## config.mk

```make
export PLATFORM = sky130hd
export DESIGN_NAME = insn_decoder
export DESIGN_NICKNAME = d
export VERILOG_FILES = /design/src/rtl/dec_pkg.sv /design/src/rtl/dec_imm_gen.sv /design/src/rtl/dec_opcode.sv /design/src/rtl/dec_out_stage.sv /design/src/rtl/insn_decoder.sv
export SDC_FILE = /design/constraint.sdc
export NUM_CORES = 1
export LEC_CHECK = 0
export ABC_AREA = 1
export BUFFER_PORTS_ARGS = -buffer_cell sky130_fd_sc_hd__clkbuf_2
export CAP_MARGIN = 10
export CELL_PAD_IN_SITES_DETAIL_PLACEMENT = 2
export CELL_PAD_IN_SITES_GLOBAL_PLACEMENT = 2
export CORE_MARGIN = 3
export CORE_UTILIZATION = 31
export CTS_CLUSTER_SIZE = 24
export DETAILED_ROUTE_END_ITERATION = 10
export MAX_ROUTING_LAYER = met4
export PLACE_DENSITY = 0.87
export SLEW_MARGIN = 20
export SYNTH_ARGS = -nofsm -noshare
export SYNTH_HDL_FRONTEND = slang
export SYNTH_SLANG_ARGS = --single-unit
export TNS_END_PERCENT = 1
```

## constraint.sdc

```tcl
create_clock -name clk -period 1.2 [get_ports clk]
set_input_delay 0 -clock clk [delete_from_list [all_inputs] [get_ports clk]]
set_output_delay 0 -clock clk [all_outputs]
set_load 0.01 [all_outputs]
```

## src/rtl/dec_pkg.sv

```systemverilog
package dec_pkg;

  localparam int INSN_W  = 32;
  localparam int REG_W   = 5;
  localparam int OP_W    = 6;
  localparam int CLS_LSB = 30;
  localparam int SUB_LSB = 26;
  localparam int RD_LSB  = 21;
  localparam int RA_LSB  = 16;
  localparam int RB_LSB  = 11;

  typedef enum logic [OP_W-1:0] {
    OP_NOP   = 6'd0,  OP_J     = 6'd1,  OP_JAL   = 6'd2,  OP_BAL   = 6'd3,
    OP_BNF   = 6'd4,  OP_BF    = 6'd5,  OP_JR    = 6'd6,  OP_JALR  = 6'd7,
    OP_RFE   = 6'd8,  OP_SYS   = 6'd9,  OP_BRK   = 6'd10, OP_MOVHI = 6'd11,
    OP_MFSR  = 6'd12, OP_MTSR  = 6'd13, OP_LW    = 6'd14, OP_LBZ   = 6'd15,
    OP_LBS   = 6'd16, OP_LHZ   = 6'd17, OP_LHS   = 6'd18, OP_SW    = 6'd19,
    OP_SB    = 6'd20, OP_SH    = 6'd21, OP_ADD   = 6'd22, OP_SUB   = 6'd23,
    OP_AND   = 6'd24, OP_OR    = 6'd25, OP_XOR   = 6'd26, OP_MUL   = 6'd27,
    OP_SLL   = 6'd28, OP_SRL   = 6'd29, OP_SRA   = 6'd30, OP_ROR   = 6'd31,
    OP_DIV   = 6'd32, OP_DIVU  = 6'd33, OP_CEQ   = 6'd34, OP_CNE   = 6'd35,
    OP_CGTU  = 6'd36, OP_CGEU  = 6'd37, OP_CLTU  = 6'd38, OP_CLEU  = 6'd39,
    OP_CGTS  = 6'd40, OP_CGES  = 6'd41, OP_CLTS  = 6'd42, OP_CLES  = 6'd43
  } op_e;

  typedef enum logic [2:0] {
    IMM_ZERO, IMM_S26, IMM_S16, IMM_Z16, IMM_HI, IMM_ST, IMM_Z5
  } imm_kind_e;

  typedef enum logic [1:0] {
    SZ_BYTE = 2'd0, SZ_HALF = 2'd1, SZ_WORD = 2'd2
  } mem_sz_e;

  typedef struct packed {
    op_e               op;
    logic [REG_W-1:0]  rd;
    logic [REG_W-1:0]  ra;
    logic [REG_W-1:0]  rb;
    logic [INSN_W-1:0] imm;
    logic              use_imm;
    logic              wr_rd;
    logic              mem_rd;
    logic              mem_wr;
    logic [1:0]        mem_size;
    logic              mem_sext;
    logic              illegal;
  } dec_t;

endpackage

```

## src/rtl/dec_imm_gen.sv

```systemverilog
module dec_imm_gen
  import dec_pkg::*;
(
  input  logic [INSN_W-1:0] insn,
  input  imm_kind_e         kind,
  output logic [INSN_W-1:0] imm
);

  localparam int LO_W  = 16;
  localparam int JD_W  = 26;
  localparam int SA_W  = 5;
  localparam int STL_W = LO_W - REG_W;

  logic [LO_W-1:0] lo16;
  logic [LO_W-1:0] st16;

  assign lo16 = insn[LO_W-1:0];
  // store offset: rD field on top, low eleven bits below
  assign st16 = {insn[RD_LSB +: REG_W], insn[STL_W-1:0]};

  always_comb begin
    case (kind)
      IMM_S26: imm = {{(INSN_W-JD_W){insn[JD_W-1]}}, insn[JD_W-1:0]};
      IMM_S16: imm = {{(INSN_W-LO_W){lo16[LO_W-1]}}, lo16};
      IMM_Z16: imm = {{(INSN_W-LO_W){1'b0}}, lo16};
      IMM_HI:  imm = {lo16, {(INSN_W-LO_W){1'b0}}};
      IMM_ST:  imm = {{(INSN_W-LO_W){st16[LO_W-1]}}, st16};
      IMM_Z5:  imm = {{(INSN_W-SA_W){1'b0}}, insn[SA_W-1:0]};
      default: imm = '0;
    endcase
  end

endmodule

```

## src/rtl/dec_opcode.sv

```systemverilog
module dec_opcode
  import dec_pkg::*;
(
  input  logic [INSN_W-1:0] insn,
  output op_e               op,
  output imm_kind_e         kind,
  output logic              use_imm,
  output logic              wr_rd,
  output logic              mem_rd,
  output logic              mem_wr,
  output logic [1:0]        mem_size,
  output logic              mem_sext,
  output logic              illegal
);

  logic [1:0] cls;
  logic [3:0] sub;
  logic [1:0] grp_hi;
  logic [2:0] grp_lo;
  logic [2:0] sh_type;
  logic [3:0] funct;
  logic [4:0] cond;

  assign cls     = insn[CLS_LSB +: 2];
  assign sub     = insn[SUB_LSB +: 4];
  assign grp_hi  = insn[RD_LSB+3 +: 2];
  assign grp_lo  = insn[RD_LSB +: 3];
  assign sh_type = insn[7:5];
  assign funct   = insn[3:0];
  assign cond    = insn[RD_LSB +: REG_W];

  // shift type lookup shared by register and immediate forms
  op_e  sh_op;
  logic sh_ok;
  always_comb begin
    sh_ok = 1'b1;
    case (sh_type)
      3'd0:    sh_op = OP_SLL;
      3'd1:    sh_op = OP_SRL;
      3'd2:    sh_op = OP_SRA;
      3'd4:    sh_op = OP_ROR;
      default: begin sh_op = OP_NOP; sh_ok = 1'b0; end
    endcase
  end

  // compare condition lookup shared by both compare forms
  op_e  cmp_op;
  logic cmp_ok;
  logic cmp_uns;
  always_comb begin
    cmp_ok  = (cond <= 5'd9);
    cmp_uns = (cond >= 5'd2) && (cond <= 5'd5);
    cmp_op  = cmp_ok ? op_e'(6'(OP_CEQ) + 6'(cond)) : OP_NOP;
  end

  logic bad;
  always_comb begin
    op = OP_NOP; kind = IMM_ZERO; use_imm = 1'b0; wr_rd = 1'b0;
    mem_rd = 1'b0; mem_wr = 1'b0; mem_size = 2'd0; mem_sext = 1'b0;
    bad = 1'b0;
    case (cls)
      2'd0: begin
        case (sub)
          4'd0: begin op = OP_J;   kind = IMM_S26; end
          4'd1: begin op = OP_JAL; kind = IMM_S26; end
          4'd2: begin op = OP_BAL; kind = IMM_S26; end
          4'd3: begin op = OP_BNF; kind = IMM_S26; end
          4'd4: begin op = OP_BF;  kind = IMM_S26; end
          4'd5: begin
            case (grp_hi)
              2'd0: begin
                case (grp_lo)
                  3'd0:    op = OP_JR;
                  3'd1:    op = OP_JALR;
                  3'd2:    op = OP_RFE;
                  default: bad = 1'b1;
                endcase
              end
              2'd1:    bad = (grp_lo != 3'd0);
              2'd2:    begin op = OP_SYS; kind = IMM_Z16; end
              default: begin op = OP_BRK; kind = IMM_Z16; end
            endcase
          end
          4'd6: begin op = OP_MOVHI; kind = IMM_HI; use_imm = 1'b1; wr_rd = 1'b1; end
          4'd7: begin op = OP_MFSR; wr_rd = 1'b1; end
          default: bad = 1'b1;
        endcase
      end
      2'd1: begin
        if (sub == 4'd0) op = OP_MTSR;
        else             bad = 1'b1;
      end
      2'd2: begin
        case (sub)
          4'd0, 4'd1, 4'd2, 4'd3, 4'd4: begin
            op = op_e'(6'(OP_LW) + 6'(sub));
            kind = IMM_S16; use_imm = 1'b1; wr_rd = 1'b1; mem_rd = 1'b1;
            mem_size = (sub == 4'd0) ? SZ_WORD : (sub <= 4'd2) ? SZ_BYTE : SZ_HALF;
            mem_sext = (sub == 4'd2) || (sub == 4'd4);
          end
          4'd5:  begin op = OP_ADD; kind = IMM_S16; use_imm = 1'b1; wr_rd = 1'b1; end
          4'd7:  begin op = OP_SUB; kind = IMM_S16; use_imm = 1'b1; wr_rd = 1'b1; end
          4'd8, 4'd9, 4'd10, 4'd11: begin
            op = op_e'(6'(OP_AND) + 6'(sub - 4'd8));
            kind = IMM_Z16; use_imm = 1'b1; wr_rd = 1'b1;
          end
          4'd13: begin
            if (sh_ok) begin op = sh_op; kind = IMM_Z5; use_imm = 1'b1; wr_rd = 1'b1; end
            else       bad = 1'b1;
          end
          4'd14: begin
            if (cmp_ok) begin
              op = cmp_op; use_imm = 1'b1;
              kind = cmp_uns ? IMM_Z16 : IMM_S16;
            end else bad = 1'b1;
          end
          default: bad = 1'b1;
        endcase
      end
      default: begin
        case (sub)
          4'd5: begin op = OP_SW; kind = IMM_ST; use_imm = 1'b1; mem_wr = 1'b1; mem_size = SZ_WORD; end
          4'd6: begin op = OP_SB; kind = IMM_ST; use_imm = 1'b1; mem_wr = 1'b1; mem_size = SZ_BYTE; end
          4'd7: begin op = OP_SH; kind = IMM_ST; use_imm = 1'b1; mem_wr = 1'b1; mem_size = SZ_HALF; end
          4'd8: begin
            wr_rd = 1'b1;
            case (funct)
              4'd0:    op = OP_ADD;
              4'd2:    op = OP_SUB;
              4'd3:    op = OP_AND;
              4'd4:    op = OP_OR;
              4'd5:    op = OP_XOR;
              4'd6:    op = OP_MUL;
              4'd8:    begin op = sh_op; bad = !sh_ok; end
              4'd9:    op = OP_DIV;
              4'd10:   op = OP_DIVU;
              default: bad = 1'b1;
            endcase
            if (bad) wr_rd = 1'b0;
          end
          4'd9: begin
            if (cmp_ok) op = cmp_op;
            else        bad = 1'b1;
          end
          default: bad = 1'b1;
        endcase
      end
    endcase
    illegal = bad;
  end

endmodule

```

## src/rtl/dec_out_stage.sv

```systemverilog
module dec_out_stage
  import dec_pkg::*;
#(
  parameter bit REG_OUT = 1'b1
) (
  input  logic clk,
  input  logic rst_n,
  input  logic en,
  input  dec_t d,
  output dec_t q
);

  generate
    if (REG_OUT) begin : g_reg
      dec_t q_r;
      dec_t q_nxt;

      always_comb begin
        q_nxt = q_r;
        if (en) q_nxt = d;
      end

      always_ff @(posedge clk or negedge rst_n) begin
        if (!rst_n) q_r <= '0;
        else        q_r <= q_nxt;
      end

      assign q = q_r;


      hold_when_idle_chk: assert property (@(posedge clk) disable iff (!rst_n)
        !en |=> $stable(q_r));

      capture_when_enabled_chk: assert property (@(posedge clk) disable iff (!rst_n)
        en |=> (q_r == $past(d)));
    end else begin : g_comb
      assign q = d;
    end
  endgenerate

endmodule

```

## src/rtl/insn_decoder.sv

```systemverilog
module insn_decoder
  import dec_pkg::*;
#(
  parameter bit REG_OUT = 1'b1
) (
  input  logic              clk,
  input  logic              rst_n,
  input  logic              en,
  input  logic [INSN_W-1:0] insn,
  output logic [OP_W-1:0]   op,
  output logic [REG_W-1:0]  rd_idx,
  output logic [REG_W-1:0]  ra_idx,
  output logic [REG_W-1:0]  rb_idx,
  output logic [INSN_W-1:0] imm,
  output logic              use_imm,
  output logic              wr_rd,
  output logic              mem_rd,
  output logic              mem_wr,
  output logic [1:0]        mem_size,
  output logic              mem_sext,
  output logic              illegal
);

  op_e               c_op;
  imm_kind_e         c_kind;
  logic [INSN_W-1:0] c_imm;
  logic              c_use_imm, c_wr_rd, c_mem_rd, c_mem_wr, c_mem_sext, c_illegal;
  logic [1:0]        c_mem_size;
  dec_t              dec_c;
  dec_t              dec_q;

  dec_opcode u_opcode (
    .insn     (insn),
    .op       (c_op),
    .kind     (c_kind),
    .use_imm  (c_use_imm),
    .wr_rd    (c_wr_rd),
    .mem_rd   (c_mem_rd),
    .mem_wr   (c_mem_wr),
    .mem_size (c_mem_size),
    .mem_sext (c_mem_sext),
    .illegal  (c_illegal)
  );

  dec_imm_gen u_imm (
    .insn (insn),
    .kind (c_kind),
    .imm  (c_imm)
  );

  always_comb begin
    dec_c.op       = c_op;
    dec_c.rd       = insn[RD_LSB +: REG_W];
    dec_c.ra       = insn[RA_LSB +: REG_W];
    dec_c.rb       = insn[RB_LSB +: REG_W];
    dec_c.imm      = c_imm;
    dec_c.use_imm  = c_use_imm;
    dec_c.wr_rd    = c_wr_rd;
    dec_c.mem_rd   = c_mem_rd;
    dec_c.mem_wr   = c_mem_wr;
    dec_c.mem_size = c_mem_size;
    dec_c.mem_sext = c_mem_sext;
    dec_c.illegal  = c_illegal;
  end


  store_offset_sign_chk: assert property (@(posedge clk) disable iff (!rst_n)
    (c_mem_wr && insn[RD_LSB+REG_W-1]) |-> c_imm[INSN_W-1]);

  illegal_quiet_chk: assert property (@(posedge clk) disable iff (!rst_n)
    c_illegal |-> (c_imm == '0 && !c_mem_rd && !c_mem_wr && !c_wr_rd && !c_use_imm));

  load_controls_chk: assert property (@(posedge clk) disable iff (!rst_n)
    c_mem_rd |-> (c_use_imm && c_wr_rd && !c_mem_wr));

  dec_out_stage #(.REG_OUT(REG_OUT)) u_out (
    .clk   (clk),
    .rst_n (rst_n),
    .en    (en),
    .d     (dec_c),
    .q     (dec_q)
  );

  assign op       = dec_q.op;
  assign rd_idx   = dec_q.rd;
  assign ra_idx   = dec_q.ra;
  assign rb_idx   = dec_q.rb;
  assign imm      = dec_q.imm;
  assign use_imm  = dec_q.use_imm;
  assign wr_rd    = dec_q.wr_rd;
  assign mem_rd   = dec_q.mem_rd;
  assign mem_wr   = dec_q.mem_wr;
  assign mem_size = dec_q.mem_size;
  assign mem_sext = dec_q.mem_sext;
  assign illegal  = dec_q.illegal;

endmodule

```

==> run summary <==
crit share post-route: 138%
drt total wl: 32000 um
total chip power: 7.10 mW
top area cells in the synthesized netlist: dfrtp_1 38%, nand2_1 23%, nand3_1 5.9%
total die area: 0.0145 mm^2
worst hold slack: 88.0 ps
hold violation count in the final report: 0
layout cells sized above 1: 42.2%
io pins: 96
post-synthesis cell type count: 37
fmax: 0.605 GHz
via density per instance: 6.10
unrepaired setup endpoints after global routing: yes
startpoint types: primary input
Max-slew headroom: 64.5%
deepest clock path buffer count: 2
Hold Crit Class: primary input to flop
pin count of the biggest net entering global routing: 62
final setup margin: -454 ps
# DRC: 0
routed wl met2: 15400 um
maxcap violations: 0
cts bufs inserted: 9
PD cells: 1110 mW/mm^2
Yosys warnings: 0
EDFF count, synth: 0
Final HPWL DP: 15100 um
Post-DRT Antenna Nets: 0
routability congestion estimate: 0.927
CTS tree: yes
clk_lat worst skew: 360 ps
dpl cell area: 0.00553 mm^2
gr usage total: 41.2%
Slew Limit Fails: 0
post-synth top area share: 37.7%
detailed-route via count: 6013
Starting Density: 31.9%
average cell area after synthesis: 6.84 um^2
fin nets: 849
minimum clock period: 1650 ps
Die Height: 120 um
# fillers: 1431
initial antenna violation count: 0
Routed WL per cell: 32.5 um
IO buf count: 95
wire length of the first global-routing pass: 42600 um
Leakage: 3.46 nW
Cells after Synth: 592
Max Used Layer: met4
Clock transition at path regs: 60 ps
final instance area: 0.00638 mm^2
# rows: 41
dominant synthesized flop cell: dfrtp_1
Max FO, Critical Path: 8
drt first-iter violations: 649
met3 WL: 2500 um
sequential share of the synthesized area: 37.7%
drt pass-1 iters: 5
Synth area leader: dfrtp_1
wire length on met1: 11600 um
CTS Sinks: 61
CP endpoint kind: flop
failing checks: setup timing
Tightest Pin Transition: 529 ps
flip-flop and latch count after synthesis: 61
chip width: 120 um
number of diodes: 0
Synth Cell Area: 0.00405 mm^2
Post-synth ARST share: 100%
H-tree Lvls: 3
Arrival @ worst endpoint: 1890 ps
Critical Path RT: 1430 ps
vias in the first global route: 6449
Syn Nets: 633
Largest register FFs: 61
gr ovfl total: 0
Peak VDD IR: 0.00118 V
Syn-to-layout area delta: 57.7%
final core occ: 50.4%
core box area: 0.0127 mm^2
Worst Clk Skew: 0 ps
Root Buffer: clkbuf_16
Worst Setup Path Type: primary input to flop
final setup fails: 44
status: finished with violations
[metal layers]
metal,global-route usage [%],up-vias
met5,-,-
met4,22.0,0
met3,8.75,220
met2,67.4,438
met1,47.6,2993
li1,-,2362
[cells by family (layout without fill, tap and decap cells)]
| kind of cell | Yosys count | in the layout | synth area share (%) |
|---|---|---|---|
| buffers and inverters | 84 | 303 | 8.87 |
| adders and majority gates | 6 | 6 | 1.86 |
| xor gates and xnor gates | 1 | 1 | 0.216 |
| AOI/OAI and AO/OA | 65 | 65 | 8.97 |
| and+or+nand+nor | 375 | 377 | 42.4 |
| DFF | 61 | 61 | 37.7 |
[cell usage in the layout (no fill, tap or decap), drive strengths merged, types with 17 or more instances in the layout]
cell | synthesis | layout
clkbuf | 18 | 101
nand2 | 257 | 257
nand3 | 54 | 55
nand4 | 27 | 27
a21oi | 17 | 17
o21ai | 32 | 32
dfrtp | 61 | 61
buf | 12 | 127
inv | 52 | 52
nor2 | 32 | 32
[synth_stat cells (3+ instances only)]
library cell and count:
nand2_1 244, dfrtp_1 61, nand3_1 48, inv_1 41, o21ai_0 29, nand4_1 26
nor2_1 23, clkbuf_1 18, a21oi_1 17, nand2_2 11, inv_2 9, buf_2 7
ha_1 6, nor2_4 6, o22ai_1 6, nand3_2 5, a31oi_1 3, buf_6 3
nor2_2 3, nor3_1 3
[critical path, stage by stage]
cell       delay, ps
clkbuf_16        130
clkinv_8          70
ha_2             210
nand4_1          120
nand2_2          110
nand2_4          110
nand3_4          140
nor2_4           190
nor2_4            70
buf_4            140
nand3b_4         150
nand4_1          210
nand2_1          170
nand2_1           80
[layout make-up]
cell class | count | area, um^2 | area share (%)
clock buffers | 9 | 225 | 3.53
clock inverters | 7 | 50.0 | 0.784
inverters | 54 | 225 | 3.53
multi-input cells | 449 | 2480 | 38.8
flip-flops and latches | 61 | 1530 | 23.9
well taps | 172 | 215 | 3.37
repair buffers | 233 | 1660 | 26.1
[repair_timing]
item                       in CTS  in global routing
hold buffers                   14                  0
hold endpoints to repair       74                  0
setup buffers                   3                  6
resized for setup              49                 46
gates cloned                    2                  0
pin swaps                      23                 18
setup endpoints to repair      40                 42
[power breakdown]
| part | switching, mW | internal (mW) | total (mW) |
|---|---|---|---|
| clock | 1.27 | 1.41 | 2.68 |
| combinational | 1.31 | 0.722 | 2.03 |
| sequential | 0.164 | 2.23 | 2.39 |
[final timing paths]
| kind | start | to | slack [ps] | cells past startpoint |
|---|---|---|---|---|
| worst max-delay path | insn[22] | u_out.q[29] | -450 | 14 |
| min in group asynchronous | rst_n | u_out.q[28] | 180 | 3 |
| worst max register to register | u_out.q[6] | u_out.q[6] | 330 | 2 |
| worst min register to register | u_out.q[49] | u_out.q[49] | 510 | 2 |
| worst min-delay path | insn[23] | u_out.q[52] | 90 | 4 |
| max in group asynchronous | rst_n | u_out.q[56] | 680 | 3 |
[metrics by stage]
step                std cells  worst slack [ps]  TNS, ps
finish                    985              -454   -12020
global route              985              -507   -14180
CTS                       979              -216    -5070
floorplan                 592              -274    -6020
detailed placement        944              -610   -21760
global placement          944              -514   -15790
Note: power is estimated with default switching activity, not from simulation.
